==> src/rtl/rc_pkg.sv <==
package rc_pkg;
    localparam int unsigned RC_HALF_W = 32;
    localparam int unsigned RC_ADDR_W = 12;
    localparam logic [RC_ADDR_W-1:0] RC_LO_ADDR = 12'hB02;
    localparam logic [RC_ADDR_W-1:0] RC_HI_ADDR = 12'hB82;

    typedef enum logic [0:0] {
        ST_RUN  = 1'b0,
        ST_SKIP = 1'b1
    } rc_state_e;
endpackage

==> src/rtl/rc_fsm.sv <==
module rc_fsm
    import rc_pkg::*;
(
    input  logic      clk_i,
    input  logic      rst_ni,
    input  logic      wr_hit_i,
    input  logic      retire_i,
    output rc_state_e state_o,
    output logic      run_o
);
    rc_state_e state_q, state_d;

    always_ff @(posedge clk_i or negedge rst_ni) begin
        if (!rst_ni) state_q <= ST_RUN;
        else         state_q <= state_d;
    end

    always_comb begin
        state_d = state_q;
        unique case (state_q)
            ST_RUN:  if (wr_hit_i) state_d = ST_SKIP;
            ST_SKIP: begin
                if (wr_hit_i)      state_d = ST_SKIP;
                else if (retire_i) state_d = ST_RUN;
            end
        endcase
    end

    always_comb begin
        state_o = state_q;
        run_o   = (state_q == ST_RUN);
    end
endmodule

==> src/rtl/rc_counter.sv <==
module rc_counter #(
    parameter int unsigned CNT_W = 64
) (
    input  logic             clk_i,
    input  logic             rst_ni,
    input  logic             id_adv_i,
    input  logic             id_counts_i,
    input  logic             wb_valid_i,
    input  logic             retire_i,
    input  logic             run_i,
    input  logic             wr_hit_i,
    input  logic [CNT_W-1:0] wr_val_i,
    output logic [CNT_W-1:0] cnt_o,
    output logic [CNT_W-1:0] fwd_o
);
    localparam logic [CNT_W-1:0] ONE = {{(CNT_W-1){1'b0}}, 1'b1};

    logic             flag_q;
    logic [CNT_W-1:0] cnt_q;
    logic             spec, inc;

    always_ff @(posedge clk_i or negedge rst_ni) begin
        if (!rst_ni)       flag_q <= 1'b0;
        else if (id_adv_i) flag_q <= id_counts_i;
    end

    always_comb begin
        spec  = flag_q & wb_valid_i & run_i;
        inc   = flag_q & retire_i & run_i;
        fwd_o = spec ? cnt_q + ONE : cnt_q;
        cnt_o = cnt_q;
    end

    always_ff @(posedge clk_i or negedge rst_ni) begin
        if (!rst_ni)       cnt_q <= '0;
        else if (wr_hit_i) cnt_q <= wr_val_i;
        else if (inc)      cnt_q <= cnt_q + ONE;
    end
endmodule

==> src/rtl/rc_access.sv <==
module rc_access #(
    parameter int unsigned HALF_W  = 32,
    parameter int unsigned ADDR_W  = 12,
    parameter logic [ADDR_W-1:0] LO_ADDR = 12'hB02,
    parameter logic [ADDR_W-1:0] HI_ADDR = 12'hB82
) (
    input  logic                csr_req_i,
    input  logic                csr_we_i,
    input  logic [ADDR_W-1:0]   csr_addr_i,
    input  logic [HALF_W-1:0]   csr_wdata_i,
    input  logic [2*HALF_W-1:0] fwd_i,
    output logic [HALF_W-1:0]   rdata_o,
    output logic                wr_hit_o,
    output logic [2*HALF_W-1:0] wr_val_o
);
    localparam int unsigned NHALF = 2;

    logic [NHALF-1:0]  hit;
    logic [HALF_W-1:0] part [NHALF];

    for (genvar g = 0; g < NHALF; g++) begin : g_half
        localparam logic [ADDR_W-1:0] A = (g == 0) ? LO_ADDR : HI_ADDR;
        assign hit[g] = csr_req_i && (csr_addr_i == A);
        assign part[g] = hit[g] ? fwd_i[g*HALF_W +: HALF_W] : '0;
        assign wr_val_o[g*HALF_W +: HALF_W] =
            (csr_we_i && hit[g]) ? csr_wdata_i : fwd_i[g*HALF_W +: HALF_W];
    end

    always_comb begin
        rdata_o = '0;
        for (int i = 0; i < NHALF; i++) rdata_o = rdata_o | part[i];
        wr_hit_o = csr_we_i && (|hit);
    end
endmodule

==> src/rtl/retire_count_csr.sv <==
module retire_count_csr
    import rc_pkg::*;
#(
    parameter int unsigned HALF_W  = RC_HALF_W,
    parameter int unsigned ADDR_W  = RC_ADDR_W,
    parameter logic [ADDR_W-1:0] LO_ADDR = RC_LO_ADDR,
    parameter logic [ADDR_W-1:0] HI_ADDR = RC_HI_ADDR
) (
    input  logic              clk_i,
    input  logic              rst_ni,
    input  logic              retire_i,
    input  logic              wb_valid_i,
    input  logic              id_adv_i,
    input  logic              id_counts_i,
    input  logic              csr_req_i,
    input  logic              csr_we_i,
    input  logic [ADDR_W-1:0] csr_addr_i,
    input  logic [HALF_W-1:0] csr_wdata_i,
    output logic [HALF_W-1:0] csr_rdata_o
);
    localparam int unsigned CNT_W = 2 * HALF_W;

    rc_state_e        state_q;
    logic             run;
    logic             wr_hit;
    logic [CNT_W-1:0] wr_val;
    logic [CNT_W-1:0] cnt_q;
    logic [CNT_W-1:0] fwd;

    rc_fsm u_fsm (
        .clk_i    (clk_i),
        .rst_ni   (rst_ni),
        .wr_hit_i (wr_hit),
        .retire_i (retire_i),
        .state_o  (state_q),
        .run_o    (run)
    );

    rc_counter #(.CNT_W(CNT_W)) u_cnt (
        .clk_i       (clk_i),
        .rst_ni      (rst_ni),
        .id_adv_i    (id_adv_i),
        .id_counts_i (id_counts_i),
        .wb_valid_i  (wb_valid_i),
        .retire_i    (retire_i),
        .run_i       (run),
        .wr_hit_i    (wr_hit),
        .wr_val_i    (wr_val),
        .cnt_o       (cnt_q),
        .fwd_o       (fwd)
    );

    rc_access #(
        .HALF_W  (HALF_W),
        .ADDR_W  (ADDR_W),
        .LO_ADDR (LO_ADDR),
        .HI_ADDR (HI_ADDR)
    ) u_acc (
        .csr_req_i   (csr_req_i),
        .csr_we_i    (csr_we_i),
        .csr_addr_i  (csr_addr_i),
        .csr_wdata_i (csr_wdata_i),
        .fwd_i       (fwd),
        .rdata_o     (csr_rdata_o),
        .wr_hit_o    (wr_hit),
        .wr_val_o    (wr_val)
    );
endmodule

==> config.mk <==
export PLATFORM = sky130hd
export DESIGN_NAME = retire_count_csr
export DESIGN_NICKNAME = d
export VERILOG_FILES = /design/src/rtl/rc_pkg.sv /design/src/rtl/rc_fsm.sv /design/src/rtl/rc_counter.sv /design/src/rtl/rc_access.sv /design/src/rtl/retire_count_csr.sv
export SDC_FILE = /design/constraint.sdc
export NUM_CORES = 1
export LEC_CHECK = 0
export ABC_CLOCK_PERIOD_IN_PS = 2450
export CAP_MARGIN = 20
export CORE_ASPECT_RATIO = 0.8
export CORE_UTILIZATION = 50
export CTS_BUF_LIST = sky130_fd_sc_hd__clkbuf_4 sky130_fd_sc_hd__clkbuf_8
export DETAILED_ROUTE_END_ITERATION = 6
export GPL_ROUTABILITY_DRIVEN = 1
export HOLD_SLACK_MARGIN = 0.15
export PLACE_DENSITY = 0.75
export SLEW_MARGIN = 20
export SYNTH_ARGS = -nofsm -noshare
export SYNTH_HDL_FRONTEND = slang
export SYNTH_SLANG_ARGS = --single-unit
==> constraint.sdc <==
create_clock -name clk_i -period 2.45 [get_ports clk_i]
set_input_delay 0.49 -clock clk_i [delete_from_list [all_inputs] [get_ports clk_i]]
set_output_delay 0.49 -clock clk_i [all_outputs]
set_load 0.005 [all_outputs]
==> results.py, run 1 <==
metrics = {
    "yosys": {
        "synthMuxAreaShare_pct": 1.30,
        "post_synth_instance_area_um2": 7150,
        "synth-xor-area-share_pct": 8.94,
        "synth_compound_area_share_pct": 25.6,
        "synth-main-ff-cell": "dfrtp_1",
        "ys_seq_area_share_pct": 23.1,
        "synth_cell_type_count": 79,
        "asyncSetResetFlopFracSynth_pct": 100,
        "synth_edf_count": 0,
        "post_synth_fa_ha_maj_area_fraction_pct": 0.175,
        "syn-mean-instance-area_um2": 7.39,
        "synth-simple-area-share_pct": 34.7,
        "yosysWarnings": 0,
        "synthesized_flop_and_latch_total": 66,
        "syn_nets": 1021,
        "synthesis.instances": 968,
        "synth_top_family_by_area": "simple AND/OR/NAND/NOR gates",
    },
    "placement": {
        "dp_hpwl_um": 28900,
        "gp_routability_congestion": 1.08,
        "buffer_ports.inserted": 83,
    },
    "sta": {
        "endpoint_type": "primary output",
        "globalroute.repair_timing.worst_endpoint": "csr_rdata_o[16]",
    },
    "grt": {
        "gr-total-overflow": 1291,
        "pin_count_of_the_biggest_net_entering_global_routing": 48,
        "grt.total_usage_pct": 104,
    },
    "cts": {
        "cts_made_buffers": 9,
        "cts-root-to-sink-buffers": 2,
        "root_buffer": "clkbuf_8",
        "clock_sink_count": 66,
        "htree_num_levels": 3,
    },
    "status": {
        "run_status": "aborted with a tool error",
        "run.stop_error": "[ERROR GRT-0232] Routing congestion too high. Check the congestion heatmap in the GUI.",
        "last-stage-reached": "global routing (5_1_grt)",
    },
    "floorplan": {
        "dieWidth_um": 136,
        "placement_rows": 38,
        "dieHeight_um": 109,
        "ios": 84,
        "start_util_pct": 52.0,
    },
}
-- metrics by stage --
step                      std cells  setup WS [ns]  hold WS [ns]  setup TNS, ns  cell area [um^2]
after CTS                      1598         -0.786         0.585         -21.83             12400
after global placement         1477          -1.17         0.485         -42.27             10600
after floorplan                 968        -0.0336         0.194        -0.0882              7300
after detailed placement       1477          -1.21         0.490         -47.95             10600
-- cells in the mapped netlist, types with 4 or more instances --
cell type / instances / area, um^2
nand3_1: 50 / 250
nand2_1: 65 / 244
or2_2: 5 / 31.3
mux2i_1: 7 / 70.1
o21a_1: 6 / 45.0
o31a_1: 9 / 78.8
a2bb2oi_1: 4 / 35.0
clkbuf_1: 70 / 263
a32oi_1: 9 / 78.8
and2_1: 6 / 37.5
and4_1: 23 / 201
a21boi_0: 4 / 30.0
a22o_1: 5 / 43.8
nand4_1: 60 / 375
and3b_1: 4 / 35.0
and3_1: 14 / 87.6
a21oi_1: 45 / 225
nor4_2: 8 / 100
o21ai_0: 43 / 215
a31oi_1: 17 / 106
buf_1: 4 / 15.0
nor3_2: 4 / 40.0
nor4_1: 29 / 181
o311ai_0: 4 / 35.0
a21o_1: 4 / 30.0
nor3_1: 52 / 260
inv_1: 16 / 60.1
a311oi_1: 4 / 35.0
nor2_1: 80 / 300
xnor2_1: 53 / 464
a22oi_1: 4 / 30.0
o22ai_1: 20 / 125
buf_2: 20 / 100
xor2_1: 20 / 175
a211oi_1: 41 / 308
or3_1: 11 / 68.8
and2_0: 4 / 25.0
or4_1: 4 / 30.0
dfrtp_1: 66 / 1650
o31ai_1: 7 / 52.6
o211ai_1: 8 / 60.1
-- logic make-up after synthesis --
logic type / Yosys count
simple gates: 440
compound gates: 267
buf+inv: 112
xor+xnor: 73
flops: 66
mux: 9
fa+ha+maj: 1
-- repair_timing --
item                                    4_1_cts
pin swaps                                   113
gates resized for setup                     304
setup buffers                               108
hold buffers                                  1
endpoints found under the setup margin       49
hold endpoints to repair                     19
-- per-layer routing --
layer / GRT usage [%] / overflow
met5: 55.9 / 6
met4: 118 / 277
met3: 81.8 / 33
met2: 134 / 958
met1: 91.8 / 17
==> inputs of run 2 (changes only) <==
--- a/config.mk
+++ b/config.mk
@@ -5,15 +5,12 @@
 export SDC_FILE = /design/constraint.sdc
 export NUM_CORES = 1
 export LEC_CHECK = 0
-export ABC_CLOCK_PERIOD_IN_PS = 2450
+export ABC_CLOCK_PERIOD_IN_PS = 3200
 export CAP_MARGIN = 20
-export CORE_ASPECT_RATIO = 0.8
-export CORE_UTILIZATION = 50
-export CTS_BUF_LIST = sky130_fd_sc_hd__clkbuf_4 sky130_fd_sc_hd__clkbuf_8
+export CORE_UTILIZATION = 35
 export DETAILED_ROUTE_END_ITERATION = 6
 export GPL_ROUTABILITY_DRIVEN = 1
-export HOLD_SLACK_MARGIN = 0.15
-export PLACE_DENSITY = 0.75
+export PLACE_DENSITY_LB_ADDON = 0.15
 export SLEW_MARGIN = 20
 export SYNTH_ARGS = -nofsm -noshare
 export SYNTH_HDL_FRONTEND = slang
==> constraint.sdc (replaced) <==
create_clock -name clk_i -period 3.2 [get_ports clk_i]
set_input_delay 0.64 -clock clk_i [delete_from_list [all_inputs] [get_ports clk_i]]
set_output_delay 0.64 -clock clk_i [all_outputs]
set_load 0.005 [all_outputs]
==> run 2 against run 1 <==
  * The flow now finishes, with violations (setup timing)
  * Synthesized cell count unchanged
  * Synthesized area unchanged
==> results.py, run 2 <==
metrics = {
    "drt": {
        "drt_drc_violations_left": 0,
        "routed_wire_length_per_instance_um": 25.0,
        "detail_route.iter0.violations": 1144,
        "detail_route.first_pass.iterations": 7,
        "via_count": 10089,
        "drt_wl_total_um": 40000,
        "postRouteAntennaNets": 0,
        "vias_per_cell": 6.29,
    },
    "power": {
        "powerDensity_nw_per_um2": 263,
        "power_frac_comb_pct": 36.9,
        "power_frac_seq_pct": 31.0,
        "leakage_nw": 5.03,
        "switchingPower_mw": 1.09,
        "switching_share_pct": 34.3,
        "internal_power_consumption_mw": 2.08,
        "part_of_the_total_power_dissipated_in_the_clock_network_pct": 32.1,
        "peakVddDrop_mv": 0.215,
    },
    "cells_and_area": {
        "fillers": 1798,
        "area.growth.synth_to_final_pct": 68.7,
        "largest_register_ffs": 64,
        "area_of_the_multi_input_gates_um2": 5990,
        "layout.cells.most_common": "buf_4",
        "postLayoutCoreUtil_pct": 61.2,
        "fin_cells": 1603,
        "drive_above_1_share_pct": 43.4,
        "fin_nets": 1388,
        "layout_common_cells": "buf_4, nor2_1, nand4_1",
        "antenna_cells_inserted": 0,
        "seqCellArea_um2": 1670,
    },
    "yosys": {
        "syn-mean-instance-area_um2": 7.39,
        "ys_seq_area_share_pct": 23.1,
        "post_synth_instance_area_um2": 7150,
        "syn_nets": 1021,
        "yosysWarnings": 0,
        "synth_cell_type_count": 79,
        "asyncSetResetFlopFracSynth_pct": 100,
        "synth_edf_count": 0,
        "synth_common_cells": "nor2_1, clkbuf_1, dfrtp_1, nand2_1, nand4_1",
        "post-synth-top-area-cell": "dfrtp_1",
        "synth_largest_type_area_fraction_pct": 23.1,
        "synthesis.instances": 968,
        "synthesized_flop_and_latch_total": 66,
        "post-synth-top-count-cell": "nor2_1",
        "synth-main-ff-cell": "dfrtp_1",
        "synth.top_cells.by_area": "dfrtp_1, xnor2_1, nand4_1",
    },
    "worst_setup_path": {
        "worstSetupStartpointType": "register",
        "cpMaxStageDelayCell": "or4_4",
        "critPathArrivalTime_ns": 2.78,
        "critical_path.cell_chain": "nand4_1 > buf_4 > or4_4 > buf_6 > nor4_4 > buf_4 > nand2_4 > xor2_1 > a211oi_1 > buf_2",
        "largest_fanout_on_the_critical_path": 2,
        "timing_worst_setup_path_type": "reg -> out",
        "cp_common_cell": "buf_4",
        "critical_path.max_stage_delay_ns": 0.56,
        "critical_path.endpoint_type": "output port",
        "cp.required_ns": 2.56,
    },
    "cts": {
        "clk-insertion-delay-late_ns": 0.35,
        "root_buffer": "clkbuf_16",
        "htree_num_levels": 3,
        "cts-root-to-sink-buffers": 2,
        "tritoncts_clock_tree": "built",
        "cts_made_buffers": 9,
        "clkTransAtPathRegs_ns": 0.06,
        "clock_sink_count": 66,
    },
    "floorplan": {
        "start_util_pct": 36.3,
        "dieArea_um2": 21000,
        "dieWidth_um": 145,
        "dieHeight_um": 145,
        "placement_rows": 51,
        "ios": 84,
        "fp.coreArea_um2": 19700,
    },
    "grt": {
        "grt_antenna_before_repair": 0,
        "gr-total-overflow": 0,
        "pin_count_of_the_biggest_net_entering_global_routing": 67,
        "via_count_of_the_first_global_routing_pass": 9542,
        "grt.total_usage_pct": 37.2,
        "first_pass_grt_wire_length_um": 58800,
    },
    "sta": {
        "fin_setup_tns_ns": -1.05,
        "finalMaxSlewViolations": 0,
        "finalSetupViolations": 17,
        "finalWorstSetupSlack_ns": -0.218,
        "layout_worst_path_cycle_share_pct": 107,
        "fmax_mhz": 293,
        "hold_viol": 0,
        "maxSlewHeadroom_pct": 32.7,
        "clock-skew-final_ns": 0.00925,
        "holdWs_ns": 0.451,
        "grt_setup_unrepaired": "true",
        "layout_min_cycle_time_ns": 3.42,
        "worstMarginPinSlew_ns": 1.01,
    },
    "placement": {
        "setup_slack_after_placement_ns": -0.728,
        "post-place-cells": 1509,
        "gp_routability_congestion": 1.03,
        "dp_hpwl_um": 29700,
        "buffer_ports.inserted": 83,
    },
    "worst_hold_path": {
        "worstHoldPathType": "in -> async",
    },
    "flow_run": {
        "max_cap_viol_count": 0,
    },
    "status": {
        "run_status": "finished, violations left",
        "failed_checks": "setup timing",
    },
}
-- run 2: cell counts after synthesis --
Identical to the previous run, type by type.
-- run 2: layer usage --
| layer | vias to the layer above | global-route usage [%] | wire length, um |
|---|---|---|---|
| li1 | 4442 | - | - |
| met1 | 4880 | 49.1 | 16100 |
| met2 | 641 | 58.4 | 17900 |
| met3 | 126 | 8.11 | 4080 |
| met4 | 0 | 15.2 | 1910 |
| met5 | - | 0 | 0 |
-- run 2: power groups by stage --
| stage | Sequential [mW] | Combinational (mW) | Clock [mW] |
|---|---|---|---|
| 2_1_floorplan | 0.963 | 0.464 | 0 |
| 3_3_place_gp | 0.986 | 0.911 | 0 |
| 3_5_place_dp | 0.989 | 0.917 | 0 |
| 4_1_cts | 0.977 | 1.07 | 1.03 |
| 5_1_grt | 0.990 | 1.24 | 1.06 |
| 6_report | 0.982 | 1.17 | 1.02 |
-- run 2: repair_timing --
item | 4_1_cts | 5_1_grt
setup buffers | 58 | 28
pin swaps | 91 | 67
endpoints found under the setup margin | 32 | 31
gates resized for setup | 255 | 99
hold buffers | 0 | 0
-- run 2: final timing paths --
check | from | endpoint | slack (ns) | depth (start not counted)
worst max-delay path | u_cnt.cnt_o[13]$_DFFE_PN0P_ | csr_rdata_o[16] | -0.22 | 10
worst min-delay path | rst_ni | u_cnt.cnt_o[63]$_DFFE_PN0P_ | 0.45 | 1
worst max register to register | u_cnt.cnt_o[0]$_DFFE_PN0P_ | u_cnt.cnt_o[59]$_DFFE_PN0P_ | 0.36 | 12
worst min register to register | u_cnt.cnt_o[63]$_DFFE_PN0P_ | u_cnt.cnt_o[63]$_DFFE_PN0P_ | 0.56 | 1
max in group asynchronous | rst_ni | u_cnt.cnt_o[21]$_DFFE_PN0P_ | 2.01 | 1
min in group clk_i | u_cnt.cnt_o[63]$_DFFE_PN0P_ | u_cnt.cnt_o[63]$_DFFE_PN0P_ | 0.56 | 1
-- run 2: cell families (layout without fill, tap and decap cells) --
logic type,after synthesis,after routing,synth area share (%)
AND/OR/NAND/NOR,440,440,34.7
AO/OA/AOI/OAI,267,267,25.6
buffers and inverters,112,482,6.28
XOR/XNOR,73,73,8.94
flip-flops,66,66,23.1
multiplexers,9,9,1.30
adder cells (fa/ha/maj),1,1,0.175
-- run 2: critical path: cells and delay by family, from the launching register on --
kind                   cells  cell delay (ns)
XOR/XNOR                   1             0.13
buffers and inverters      4             0.71
AND/OR/NAND/NOR            4             1.03
AO/OA/AOI/OAI              1             0.18
flip-flops                 1             0.37
-- run 2: through the flow --
step,total power [mW],cell area (um^2)
finish,3.17,12100
global route,3.29,12100
CTS,3.08,11600
detailed placement,1.91,10200
global placement,1.90,10200
floorplan,1.43,7150
-- run 2: area by class of cell --
class / instances / area share, %
repair buffers: 451 / 31.0
clock buffers: 10 / 1.90
inverters: 17 / 0.529
multi-input cells: 790 / 49.7
clock inverters: 4 / 0.374
well taps: 265 / 2.75
flip-flops and latches: 66 / 13.8
(Power assumes the default switching activity.)
